==> src/rtl/mseq_pkg.sv <==
package mseq_pkg;

    localparam int UPC_W = 6;
    localparam int OPC_W = 6;

    typedef logic [UPC_W-1:0] upc_t;
    typedef logic [OPC_W-1:0] opc_t;

    typedef enum logic [1:0] {
        NX_SEQ  = 2'd0,
        NX_DISP = 2'd1,
        NX_WAIT = 2'd2,
        NX_BRZ  = 2'd3
    } nxt_kind_e;

    typedef enum logic [2:0] {
        RS_RS   = 3'd0,
        RS_RT   = 3'd1,
        RS_RD   = 3'd2,
        RS_PC   = 3'd3,
        RS_LINK = 3'd4
    } reg_sel_e;

    typedef enum logic [1:0] {
        EX_SEXT     = 2'd0,
        EX_UEXT     = 2'd1,
        EX_SEXT_SH2 = 2'd2,
        EX_IRRAW    = 2'd3
    } ext_sel_e;

    typedef enum logic [1:0] {
        AL_ADD   = 2'd0,
        AL_ADD4  = 2'd1,
        AL_IR    = 2'd2,
        AL_JTARG = 2'd3
    } alu_op_e;

    typedef struct packed {
        logic     ld_ir;
        logic     ld_a;
        logic     ld_b;
        logic     ld_ma;
        reg_sel_e reg_sel;
        logic     reg_wr;
        logic     en_reg;
        ext_sel_e ext_sel;
        logic     en_imm;
        alu_op_e  alu_op;
        logic     en_alu;
        logic     mem_wr;
        logic     en_mem;
    } ctrl_t;

    localparam int CTRL_W = $bits(ctrl_t);

    typedef struct packed {
        ctrl_t     ctrl;
        nxt_kind_e kind;
        upc_t      target;
    } uinst_t;

    // micro-state addresses
    localparam upc_t U_FETCH0 = 6'd0;
    localparam upc_t U_FETCH1 = 6'd1;
    localparam upc_t U_FETCH2 = 6'd2;
    localparam upc_t U_FETCH3 = 6'd3;
    localparam upc_t U_RR0    = 6'd4;
    localparam upc_t U_RR1    = 6'd5;
    localparam upc_t U_RR2    = 6'd6;
    localparam upc_t U_IS0    = 6'd7;
    localparam upc_t U_IS1    = 6'd8;
    localparam upc_t U_IU1    = 6'd9;
    localparam upc_t U_IWB    = 6'd10;
    localparam upc_t U_IU0    = 6'd11;
    localparam upc_t U_LD0    = 6'd12;
    localparam upc_t U_LD1    = 6'd13;
    localparam upc_t U_LD2    = 6'd14;
    localparam upc_t U_LD3    = 6'd15;
    localparam upc_t U_ST0    = 6'd16;
    localparam upc_t U_ST1    = 6'd17;
    localparam upc_t U_ST2    = 6'd18;
    localparam upc_t U_ST3    = 6'd19;
    localparam upc_t U_JP0    = 6'd20;
    localparam upc_t U_JP1    = 6'd21;
    localparam upc_t U_JP2    = 6'd22;
    localparam upc_t U_BZ0    = 6'd23;
    localparam upc_t U_BZ1    = 6'd24;
    localparam upc_t U_BZ2    = 6'd25;
    localparam upc_t U_BZ3    = 6'd26;
    localparam upc_t U_HALT   = 6'd27;

    // opcodes with a dispatch entry
    localparam opc_t OP_RR   = 6'h00;
    localparam opc_t OP_JMP  = 6'h02;
    localparam opc_t OP_BZ   = 6'h04;
    localparam opc_t OP_IS_A = 6'h08;
    localparam opc_t OP_IS_B = 6'h0A;
    localparam opc_t OP_IU_A = 6'h0C;
    localparam opc_t OP_IU_B = 6'h0D;
    localparam opc_t OP_LD   = 6'h23;
    localparam opc_t OP_ST   = 6'h2B;

endpackage

==> src/rtl/mseq_rom.sv <==
module mseq_rom
    import mseq_pkg::*;
(
    input  upc_t   addr,
    output uinst_t word
);

    ctrl_t     c;
    nxt_kind_e k;
    upc_t      t;

    always_comb begin
        c = '0;
        k = NX_SEQ;
        t = U_HALT;
        case (addr)
            U_FETCH0: begin c.reg_sel = RS_PC; c.en_reg = 1'b1; c.ld_ma = 1'b1; t = U_FETCH1; end
            U_FETCH1: begin c.en_mem = 1'b1; c.ld_ir = 1'b1; k = NX_WAIT; t = U_FETCH2; end
            U_FETCH2: begin c.reg_sel = RS_PC; c.en_reg = 1'b1; c.ld_a = 1'b1; t = U_FETCH3; end
            U_FETCH3: begin
                c.alu_op = AL_ADD4; c.en_alu = 1'b1; c.reg_sel = RS_PC; c.reg_wr = 1'b1;
                k = NX_DISP; t = U_FETCH0;
            end
            U_RR0:    begin c.reg_sel = RS_RS; c.en_reg = 1'b1; c.ld_a = 1'b1; t = U_RR1; end
            U_RR1:    begin c.reg_sel = RS_RT; c.en_reg = 1'b1; c.ld_b = 1'b1; t = U_RR2; end
            U_RR2:    begin
                c.alu_op = AL_IR; c.en_alu = 1'b1; c.reg_sel = RS_RD; c.reg_wr = 1'b1;
                t = U_FETCH0;
            end
            U_IS0:    begin c.reg_sel = RS_RS; c.en_reg = 1'b1; c.ld_a = 1'b1; t = U_IS1; end
            U_IU0:    begin c.reg_sel = RS_RS; c.en_reg = 1'b1; c.ld_a = 1'b1; t = U_IU1; end
            U_IS1:    begin c.ext_sel = EX_SEXT; c.en_imm = 1'b1; c.ld_b = 1'b1; t = U_IWB; end
            U_IU1:    begin c.ext_sel = EX_UEXT; c.en_imm = 1'b1; c.ld_b = 1'b1; t = U_IWB; end
            U_IWB:    begin
                c.alu_op = AL_IR; c.en_alu = 1'b1; c.reg_sel = RS_RT; c.reg_wr = 1'b1;
                t = U_FETCH0;
            end
            U_LD0:    begin c.reg_sel = RS_RS; c.en_reg = 1'b1; c.ld_a = 1'b1; t = U_LD1; end
            U_LD1:    begin c.ext_sel = EX_SEXT; c.en_imm = 1'b1; c.ld_b = 1'b1; t = U_LD2; end
            U_LD2:    begin c.alu_op = AL_ADD; c.en_alu = 1'b1; c.ld_ma = 1'b1; t = U_LD3; end
            U_LD3:    begin
                c.en_mem = 1'b1; c.reg_sel = RS_RT; c.reg_wr = 1'b1;
                k = NX_WAIT; t = U_FETCH0;
            end
            U_ST0:    begin c.reg_sel = RS_RS; c.en_reg = 1'b1; c.ld_a = 1'b1; t = U_ST1; end
            U_ST1:    begin c.ext_sel = EX_SEXT; c.en_imm = 1'b1; c.ld_b = 1'b1; t = U_ST2; end
            U_ST2:    begin c.alu_op = AL_ADD; c.en_alu = 1'b1; c.ld_ma = 1'b1; t = U_ST3; end
            U_ST3:    begin
                c.reg_sel = RS_RT; c.en_reg = 1'b1; c.mem_wr = 1'b1;
                k = NX_WAIT; t = U_FETCH0;
            end
            U_JP0:    begin c.reg_sel = RS_PC; c.en_reg = 1'b1; c.ld_a = 1'b1; t = U_JP1; end
            U_JP1:    begin c.ext_sel = EX_IRRAW; c.en_imm = 1'b1; c.ld_b = 1'b1; t = U_JP2; end
            U_JP2:    begin
                c.alu_op = AL_JTARG; c.en_alu = 1'b1; c.reg_sel = RS_PC; c.reg_wr = 1'b1;
                t = U_FETCH0;
            end
            U_BZ0:    begin c.reg_sel = RS_RS; c.en_reg = 1'b1; c.ld_a = 1'b1; t = U_BZ1; end
            U_BZ1:    begin
                c.reg_sel = RS_PC; c.en_reg = 1'b1; c.ld_a = 1'b1;
                k = NX_BRZ; t = U_BZ2;
            end
            U_BZ2:    begin c.ext_sel = EX_SEXT_SH2; c.en_imm = 1'b1; c.ld_b = 1'b1; t = U_BZ3; end
            U_BZ3:    begin
                c.alu_op = AL_ADD; c.en_alu = 1'b1; c.reg_sel = RS_PC; c.reg_wr = 1'b1;
                t = U_FETCH0;
            end
            default:  begin k = NX_SEQ; t = U_HALT; end
        endcase
        word = '{ctrl: c, kind: k, target: t};
    end

endmodule

==> src/rtl/mseq_dispatch.sv <==
module mseq_dispatch
    import mseq_pkg::*;
(
    input  opc_t opcode,
    output upc_t entry
);

    always_comb begin
        case (opcode)
            OP_RR:            entry = U_RR0;
            OP_IS_A, OP_IS_B: entry = U_IS0;
            OP_IU_A, OP_IU_B: entry = U_IU0;
            OP_LD:            entry = U_LD0;
            OP_ST:            entry = U_ST0;
            OP_JMP:           entry = U_JP0;
            OP_BZ:            entry = U_BZ0;
            default:          entry = U_HALT;
        endcase
    end

endmodule

==> src/rtl/mseq_next.sv <==
module mseq_next
    import mseq_pkg::*;
(
    input  upc_t      cur,
    input  nxt_kind_e kind,
    input  upc_t      target,
    input  upc_t      disp_entry,
    input  logic      busy,
    input  logic      zero,
    output upc_t      nxt
);

    always_comb begin
        unique case (kind)
            NX_SEQ:  nxt = target;
            NX_DISP: nxt = disp_entry;
            NX_WAIT: nxt = busy ? cur : target;
            NX_BRZ:  nxt = zero ? target : U_FETCH0;
            default: nxt = U_HALT;
        endcase
    end

endmodule

==> src/rtl/microcode_seq.sv <==
module microcode_seq
    import mseq_pkg::*;
(
    input  logic              clk,
    input  logic              rst_n,
    input  logic [OPC_W-1:0]  opcode,
    input  logic              zero,
    input  logic              busy,
    output logic [CTRL_W-1:0] ctrl
);

    typedef struct packed {
        upc_t upc;
    } seq_state_t;

    seq_state_t st_d, st_q;
    uinst_t     word;
    upc_t       disp_entry;
    upc_t       upc_nxt;
    upc_t       upc_cur;

    assign upc_cur = st_q.upc;

    mseq_rom u_rom (
        .addr (upc_cur),
        .word (word)
    );

    mseq_dispatch u_disp (
        .opcode (opcode),
        .entry  (disp_entry)
    );

    mseq_next u_next (
        .cur        (upc_cur),
        .kind       (word.kind),
        .target     (word.target),
        .disp_entry (disp_entry),
        .busy       (busy),
        .zero       (zero),
        .nxt        (upc_nxt)
    );

    always_comb begin
        st_d     = st_q;
        st_d.upc = upc_nxt;
    end

    always_ff @(posedge clk or negedge rst_n) begin
        if (!rst_n) begin
            st_q.upc <= U_FETCH0;
        end else begin
            st_q <= st_d;
        end
    end

    assign ctrl = word.ctrl;

endmodule

==> config.mk <==
export PLATFORM = sky130hd
export DESIGN_NAME = microcode_seq
export DESIGN_NICKNAME = d
export VERILOG_FILES = /design/src/rtl/mseq_pkg.sv /design/src/rtl/mseq_rom.sv /design/src/rtl/mseq_dispatch.sv /design/src/rtl/mseq_next.sv /design/src/rtl/microcode_seq.sv
export SDC_FILE = /design/constraint.sdc
export NUM_CORES = 1
export LEC_CHECK = 0
export BUFFER_PORTS_ARGS = -buffer_cell sky130_fd_sc_hd__buf_2
export CAP_MARGIN = 20
export CORE_MARGIN = 3
export CORE_UTILIZATION = 40
export DETAILED_ROUTE_END_ITERATION = 8
export SYNTH_ARGS = -nofsm -noshare
export SYNTH_HDL_FRONTEND = slang
export SYNTH_SLANG_ARGS = --single-unit
==> constraint.sdc <==
create_clock -name clk -period 1.55 [get_ports clk]
set_input_delay 0.155 -clock clk [delete_from_list [all_inputs] [get_ports clk]]
set_output_delay 0.155 -clock clk [all_outputs]
set_load 0.005 [all_outputs]
==> results of run 1 <==
-- worst max-delay path by stage --
stage	cells after the start	to	slack, ns	from
2_1_floorplan	4	ctrl[10]	0.21	st_q[2]$_DFFE_PN0P_
3_3_place_gp	5	ctrl[8]	0.02	st_q[1]$_DFFE_PN0P_
3_5_place_dp	5	ctrl[8]	-0.03	st_q[1]$_DFFE_PN0P_
4_1_cts	6	ctrl[15]	-0.18	st_q[0]$_DFFE_PN0P_
5_1_grt	6	ctrl[11]	-0.26	st_q[2]$_DFFE_PN0P_
6_report	5	ctrl[8]	-0.21	st_q[3]$_DFFE_PN0P_
-- through the flow --
| step | setup TNS [ns] | setup slack [ns] |
|---|---|---|
| 6_report | -1.98 | -0.205 |
| 5_1_grt | -3.07 | -0.265 |
| 4_1_cts | -1.50 | -0.176 |
| 3_5_place_dp | -0.0313 | -0.0313 |
| 3_3_place_gp | 0 | 0.0218 |
| 2_1_floorplan | 0 | 0.210 |
-- cell type report --
cell class	count	area (µm²)	area share [%]
flip-flops and latches	5	130	9.05
repair buffers	56	437	30.4
clock buffers	4	26.3	1.83
inverters	4	17.5	1.22
multi-input cells	112	793	55.2
well taps	27	33.8	2.35
-- power groups by stage --
stage / clock network (mW) / registers [mW] / logic (mW)
global route: 0.166 / 0.368 / 3.58
finish: 0.153 / 0.360 / 3.34
floorplan: 0 / 0.248 / 1.62
global placement: 0 / 0.338 / 2.38
detailed placement: 0 / 0.347 / 2.39
CTS: 0.155 / 0.344 / 2.74
-- critical path: stages (launching register included) --
cell and delay (ns):
dfrtp_2 0.47, nor2b_2 0.22, a211o_1 0.19, a21oi_2 0.08, a211o_1 0.27, buf_2 0.13
-- timing repair --
action | CTS | global route
hold buffers | 1 | 0
resized for setup | 20 | 24
buffers inserted | 8 | 3
pin swaps | 8 | 7
endpoints found under the setup margin | 16 | 19
hold endpoints to repair | 5 | 0
gates cloned | 0 | 1
-- cells in the mapped netlist (4+ instances only) --
library cell / count / area [µm²]
a21oi_1: 14 / 70.1
nor2_1: 10 / 37.5
nand2_1: 9 / 33.8
nand2b_1: 9 / 56.3
o21ai_0: 9 / 45.0
buf_2: 8 / 40.0
dfrtp_1: 5 / 125
nand3_1: 5 / 25.0
a31oi_1: 4 / 25.0
nor3_1: 4 / 20.0
-- logic make-up (layout without fill, tap and decap cells) --
logic type,after synthesis,in the layout
other cells,1,1
flops,5,5
buf+inv,17,64
simple gates,57,57
compound gates,51,51
xor+xnor,3,3
-- cell usage in the layout (no fill, tap or decap), types with 3 or more instances in the layout --
cell type  synthesis  final
buf_2              8     25
buf_4              1     19
a21oi_1           14     12
nand2_1            9      9
nand2b_1           9      8
nor2_1            10      7
buf_6              2      7
o21ai_0            9      6
nand3_1            5      5
a31oi_1            4      4
o21ai_1            3      4
dfrtp_2            0      4
or3_1              3      3
nor2_2             0      3
a211o_1            3      3
o211ai_1           3      3
clkbuf_4           0      3
-- routing by layer --
metal  GRT usage, %  vias to the layer above  wire, µm
met1           31.4                      585      1410
met3           3.10                       26       307
met2           37.3                       79      1670
met5              0                        -         0
li1               -                      596         -
met4           11.9                        0       199
==> impl_results.rst, run 1 <==
.. list-table::
   :header-rows: 1

   * - Metric
     - Value
   * - Power per standard cell area
     - 2680 nW/µm²
   * - Fraction of the mapped netlist area in compound gates
     - 36.7%
   * - FF-to-FF Start
     - st_q[3]$_DFFE_PN0P_
   * - Period utilization
     - 113%
   * - Xor-xnor portion of the synthesized cell area
     - 2.94%
   * - Initial detailed-routing violation count
     - 68
   * - Wire length of the first global-routing pass
     - 5060 µm
   * - Worst VDD drop
     - 0.00148 V
   * - Count of standard-cell rows
     - 16
   * - Capture instance of the worst register-to-register path
     - st_q[3]$_DFFE_PN0P_
   * - Mean post-synth cell area
     - 6.67 µm²
   * - Hold_ws
     - 0.246 ns
   * - Post-synthesis share of cell area spent on and, or, nand and nor gates
     - 35.6%
   * - Synth Area in Adders
     - 0%
   * - Setup violators final
     - 16
   * - Antenna violations before repair
     - 0
   * - Async set or reset register ratio after synthesis
     - 100%
   * - Total wirelength of the detailed-routed design
     - 3590 µm
   * - Final design utilization
     - 70.4%
   * - Critical path startpoint category
     - register
   * - Path class of the lowest-slack min-delay path
     - input pin to async pin
   * - Top FF cell, synth
     - dfrtp_1
   * - Horizontal die dimension
     - 53.3 µm
   * - Post-synthesis mux area share
     - 0%
   * - Clock buffer count from CTS
     - 3
   * - Flip-flop count of the largest register, all copies and words added
     - 5
   * - Worst setup skew after layout
     - 0.00900 ns
   * - Switching power of the nets
     - 1.88 mW
   * - N_diodes
     - 0
   * - CTS H-Tree Depth
     - 1
   * - Main combinational cell family by area after synthesis
     - compound AO/OA/AOI/OAI gates
   * - Clock period minus worst slack
     - 1.76 ns
   * - Via count
     - 1,286
   * - Leakage power
     - 0.623 nW
   * - First-pass DRT Iterations
     - 4
   * - Maximum number of pins on one net before global-route repair
     - 26
   * - Vertical extent of the die
     - 53.3 µm
   * - TritonCTS clock tree
     - yes
   * - Count of nets left with antenna violations after detail routing
     - 0
   * - Number of max-cap violations
     - 0
   * - R2R depth
     - 5
   * - Count of final hold-check violations
     - 0
   * - Proportion of layout cells with a drive suffix above 1
     - 48.6%
   * - Number of top-level pins
     - 27
   * - DRC violations left
     - 0
   * - Start-to-end type of the worst setup path
     - register to primary output
   * - Maximum root-to-sink buffer count
     - 2
   * - Yosys warnings
     - 0
   * - Biggest regs
     - st_q: 5 flops
   * - Setup repair after global routing missed its margin
     - yes
   * - Power share of the sequential group
     - 9.3%
   * - Standard cell core area
     - 2040 µm²
   * - Total power of the final layout
     - 3.85 mW
   * - Worst-skew pair later-pin latency
     - 0.25 ns
   * - Flip-flop and latch count after synthesis
     - 5
   * - Cell internal power dissipation
     - 1.97 mW
   * - Final Max Slew Viols
     - 0
   * - Number of placed cells counting well taps
     - 191
   * - Run status
     - finished, violations left
   * - Max Clk Rate
     - 570 MHz
   * - Failing checks
     - setup timing
   * - Clock slew at reported path FFs
     - 0.05 ns
   * - Number of port buffers
     - 25
   * - Clock Sink Count
     - 5
   * - Average wire length per cell after detail routing
     - 17.2 µm
   * - Layout Cells excl Fill
     - 208
   * - Global route overflow
     - 0
   * - Initial core utilization
     - 43.8%
   * - Synthesis-to-layout area growth
     - 60.9%
   * - Worst Slack Setup Final
     - -0.205 ns
   * - Routability cong.
     - 0.934
   * - Post-synth EDFFs
     - 0
   * - Area of all placed cells without fillers
     - 1440 µm²
   * - Number of global-route vias before repair
     - 1,140
   * - Total die area
     - 2840 µm²
   * - Sequential element share of the synthesized area
     - 14.0%
   * - Mean number of vias per cell
     - 6.18
   * - Critical path required time
     - 1.39 ns
   * - Layout Nets
     - 192
   * - Fill cell instance count of the final layout
     - 166
   * - Logic gate share of total power
     - 86.7%
   * - Mapped Area
     - 893 µm²
   * - Overall global routing resource usage
     - 23.8%
   * - Number of distinct library cell variants in the gate-level netlist after synthesis
     - 44
   * - Switching Share
     - 48.9%
   * - Minimum setup slack among reg-to-reg paths
     - 0.03 ns
   * - WP data arrival
     - 1.60 ns
   * - Estimated wirelength of the detail-placed design
     - 2050 µm
   * - Clock power frac
     - 4.0%
   * - Root Driver
     - clkbuf_4
   * - Cell count after synthesis
     - 134
   * - Synthesized Nets
     - 144
   * - Endpoint class of the critical path
     - primary output
   * - Most flop-heavy register
     - st_q
   * - Instance area at placement
     - 1130 µm²
   * - Highest net fanout along the worst path
     - 8
Power figures use the tool's default switching activity.
==> run 2: changes to the inputs <==
HOLD_SLACK_MARGIN = 0.06   (was default)
clock period = 2 ns   (was 1.55 ns; I/O delays follow)
==> run 2 against run 1 <==
The flow now finishes without violations; register-to-register slack improved by 0.34 ns; routed wire length fell by 29%; clock skew fell by 0.0075 ns; sequential power barely moved; hold slack improved by 0.036 ns; die area did not move; non-clock buffer count fell by 21; global-route usage fell by 3.2 points; flip-flop and latch count did not move; via count fell by 14%; largest cell class unchanged.
==> impl_results.rst, run 2 (same netlist as run 1, synthesis figures left out) <==
.. list-table::
   :header-rows: 1

   * - Metric
     - Value
   * - Run status
     - finished clean
   * - Met2 Routed Length
     - 1190 µm
   * - Layout Nets
     - 171
   * - Largest incremental delay on the critical path
     - 0.51 ns
   * - Worst slack after detailed placement
     - 0.262 ns
   * - Routed wire length on met3
     - 148 µm
   * - N_diodes
     - 0
   * - Leakage power
     - 0.465 nW
   * - Average wire length per cell after detail routing
     - 13.6 µm
   * - Root Driver
     - clkbuf_4
   * - TritonCTS clock tree
     - yes
   * - Horizontal die dimension
     - 53.3 µm
   * - DRC violations left
     - 0
   * - Count of standard-cell rows
     - 16
   * - Metal-1 WL
     - 1160 µm
   * - Setup violators final
     - 0
   * - Area of all placed cells without fillers
     - 1090 µm²
   * - WP data arrival
     - 1.66 ns
   * - First-pass DRT Iterations
     - 4
   * - Highest signal layer in the routed design
     - met4
   * - Final design utilization
     - 53.2%
   * - Clock slew at reported path FFs
     - 0.05 ns
   * - Estimated wirelength of the detail-placed design
     - 1920 µm
   * - Maximum root-to-sink buffer count
     - 2
   * - Commonest cells after routing, fill and taps aside
     - buf_2 (25), a21oi_1 (14), nor2_1 (10)
   * - Critical path required time
     - 1.80 ns
   * - Initial detailed-routing violation count
     - 30
   * - Fill cell instance count of the final layout
     - 217
   * - Flip-flop count of the largest register, all copies and words added
     - 5
   * - Power per standard cell area
     - 1900 nW/µm²
   * - Clock buffer count from CTS
     - 3
   * - Count of nets left with antenna violations after detail routing
     - 0
   * - Number of top-level pins
     - 27
   * - Count of final hold-check violations
     - 0
   * - Worst VDD drop
     - 0.000836 V
   * - Wire length of the first global-routing pass
     - 4370 µm
   * - Overall global routing resource usage
     - 20.6%
   * - Hold_ws
     - 0.282 ns
   * - Multi-input combinational cell area
     - 676 µm²
   * - Setup repair after global routing missed its margin
     - no
   * - Critical path startpoint category
     - register
   * - Vertical extent of the die
     - 53.3 µm
   * - Antenna violations before repair
     - 0
   * - Area of all sequential standard cells
     - 131 µm²
   * - Instance area at placement
     - 1040 µm²
   * - Synthesis-to-layout area growth
     - 21.6%
   * - Total wirelength of the detailed-routed design
     - 2540 µm
   * - Most common cell after layout, fill and taps aside
     - buf_2
   * - CTS H-Tree Depth
     - 1
   * - Layout Cells excl Fill
     - 187
   * - Via count
     - 1,102
   * - Mean number of vias per cell
     - 5.89
   * - Worst setup skew after layout
     - 0.00150 ns
   * - Worst Slack Setup Final
     - 0.140 ns
   * - Number of placed cells counting well taps
     - 182
   * - Clock Sink Count
     - 5
   * - Path class of the lowest-slack min-delay path
     - input pin to register
   * - Critical path cell sequence
     - buf_4 -> or3b_4 -> nor3_1 -> buf_2
   * - Total die area
     - 2840 µm²
   * - Routability cong.
     - 0.877
   * - Standard cell core area
     - 2040 µm²
   * - Number of max-cap violations
     - 0
   * - Start-to-end type of the worst setup path
     - register to primary output
   * - Post-CTS setup buffers
     - 0
   * - Initial core utilization
     - 43.8%
   * - Critical-path top delay cell
     - dfrtp_2
   * - Total power of the final layout
     - 2.06 mW
   * - Clock period minus worst slack
     - 1.86 ns
   * - Number of global-route vias before repair
     - 1,034
   * - Most flop-heavy register
     - st_q
   * - Endpoint class of the critical path
     - primary output
   * - Highest net fanout along the worst path
     - 16
   * - Final Max Slew Viols
     - 0
   * - Maximum number of pins on one net before global-route repair
     - 18
   * - Global route overflow
     - 0
   * - Max Clk Rate
     - 538 MHz
   * - Period utilization
     - 93.0%
   * - Worst-skew pair later-pin latency
     - 0.25 ns
   * - Final total negative setup slack
     - 0 ns
   * - Number of port buffers
     - 25
   * - Proportion of layout cells with a drive suffix above 1
     - 29.4%
   * - Biggest regs
     - st_q: 5 flops
run 2: cell types whose count changed in the layout (fill, tap and decap cells not counted), moves of 3 or more:
cell,previous run,this run
buf_4,19,9
nor2_1,7,10
buf_6,7,0
nor2_2,3,0
o21ai_0,6,9
run 2: routing by layer:
| layer | vias up | track usage [%] |
|---|---|---|
| met1 | 501 | 26.1 |
| li1 | 553 | - |
| met2 | 42 | 34.1 |
| met4 | 0 | 9.36 |
| met3 | 6 | 2.54 |
| met5 | - | 0 |
run 2: area by class of cell:
class | instances | share of cell area (%)
Multi-Input combinational cell | 112 | 62.2
Clock buffer | 3 | 2.07
Inverter | 4 | 1.38
Timing Repair Buffer | 35 | 18.7
Tap cell | 27 | 3.11
Sequential cell | 5 | 12.1
Clock inverter | 1 | 0.461
run 2: worst paths after layout:
check                                    startpoint                   to  slack [ns]  cells past startpoint
worst min register to register  st_q[3]$_DFFE_PN0P_  st_q[0]$_DFFE_PN0P_        0.81                      2
worst max register to register  st_q[2]$_DFFE_PN0P_  st_q[1]$_DFFE_PN0P_        0.37                      5
worst max-delay path            st_q[2]$_DFFE_PN0P_             ctrl[16]        0.14                      4
worst min-delay path                      opcode[4]  st_q[2]$_DFFE_PN0P_        0.28                      3
max in group asynchronous                     rst_n  st_q[4]$_DFFE_PN0P_        1.57                      2
min in group asynchronous                     rst_n  st_q[1]$_DFFE_PN0P_        0.29                      2
run 2: where the power goes:
group,total [mW],switching [mW],internal [mW]
combinational,1.58,0.830,0.754
sequential,0.358,0.191,0.167
clock,0.120,0.0469,0.0726
total,2.06,1.07,0.994
run 2: critical path, delay by kind of cell (launching register included):
family / cells / cell delay [ns]
buffers and inverters: 2 / 0.34
DFF: 1 / 0.51
and+or+nand+nor: 2 / 0.56
run 2: repair_timing:
action                                 CTS  global route
endpoints found under the hold margin    5             0
gates resized for setup                  1             4
setup endpoints to repair                1             9
hold buffers                             1             0
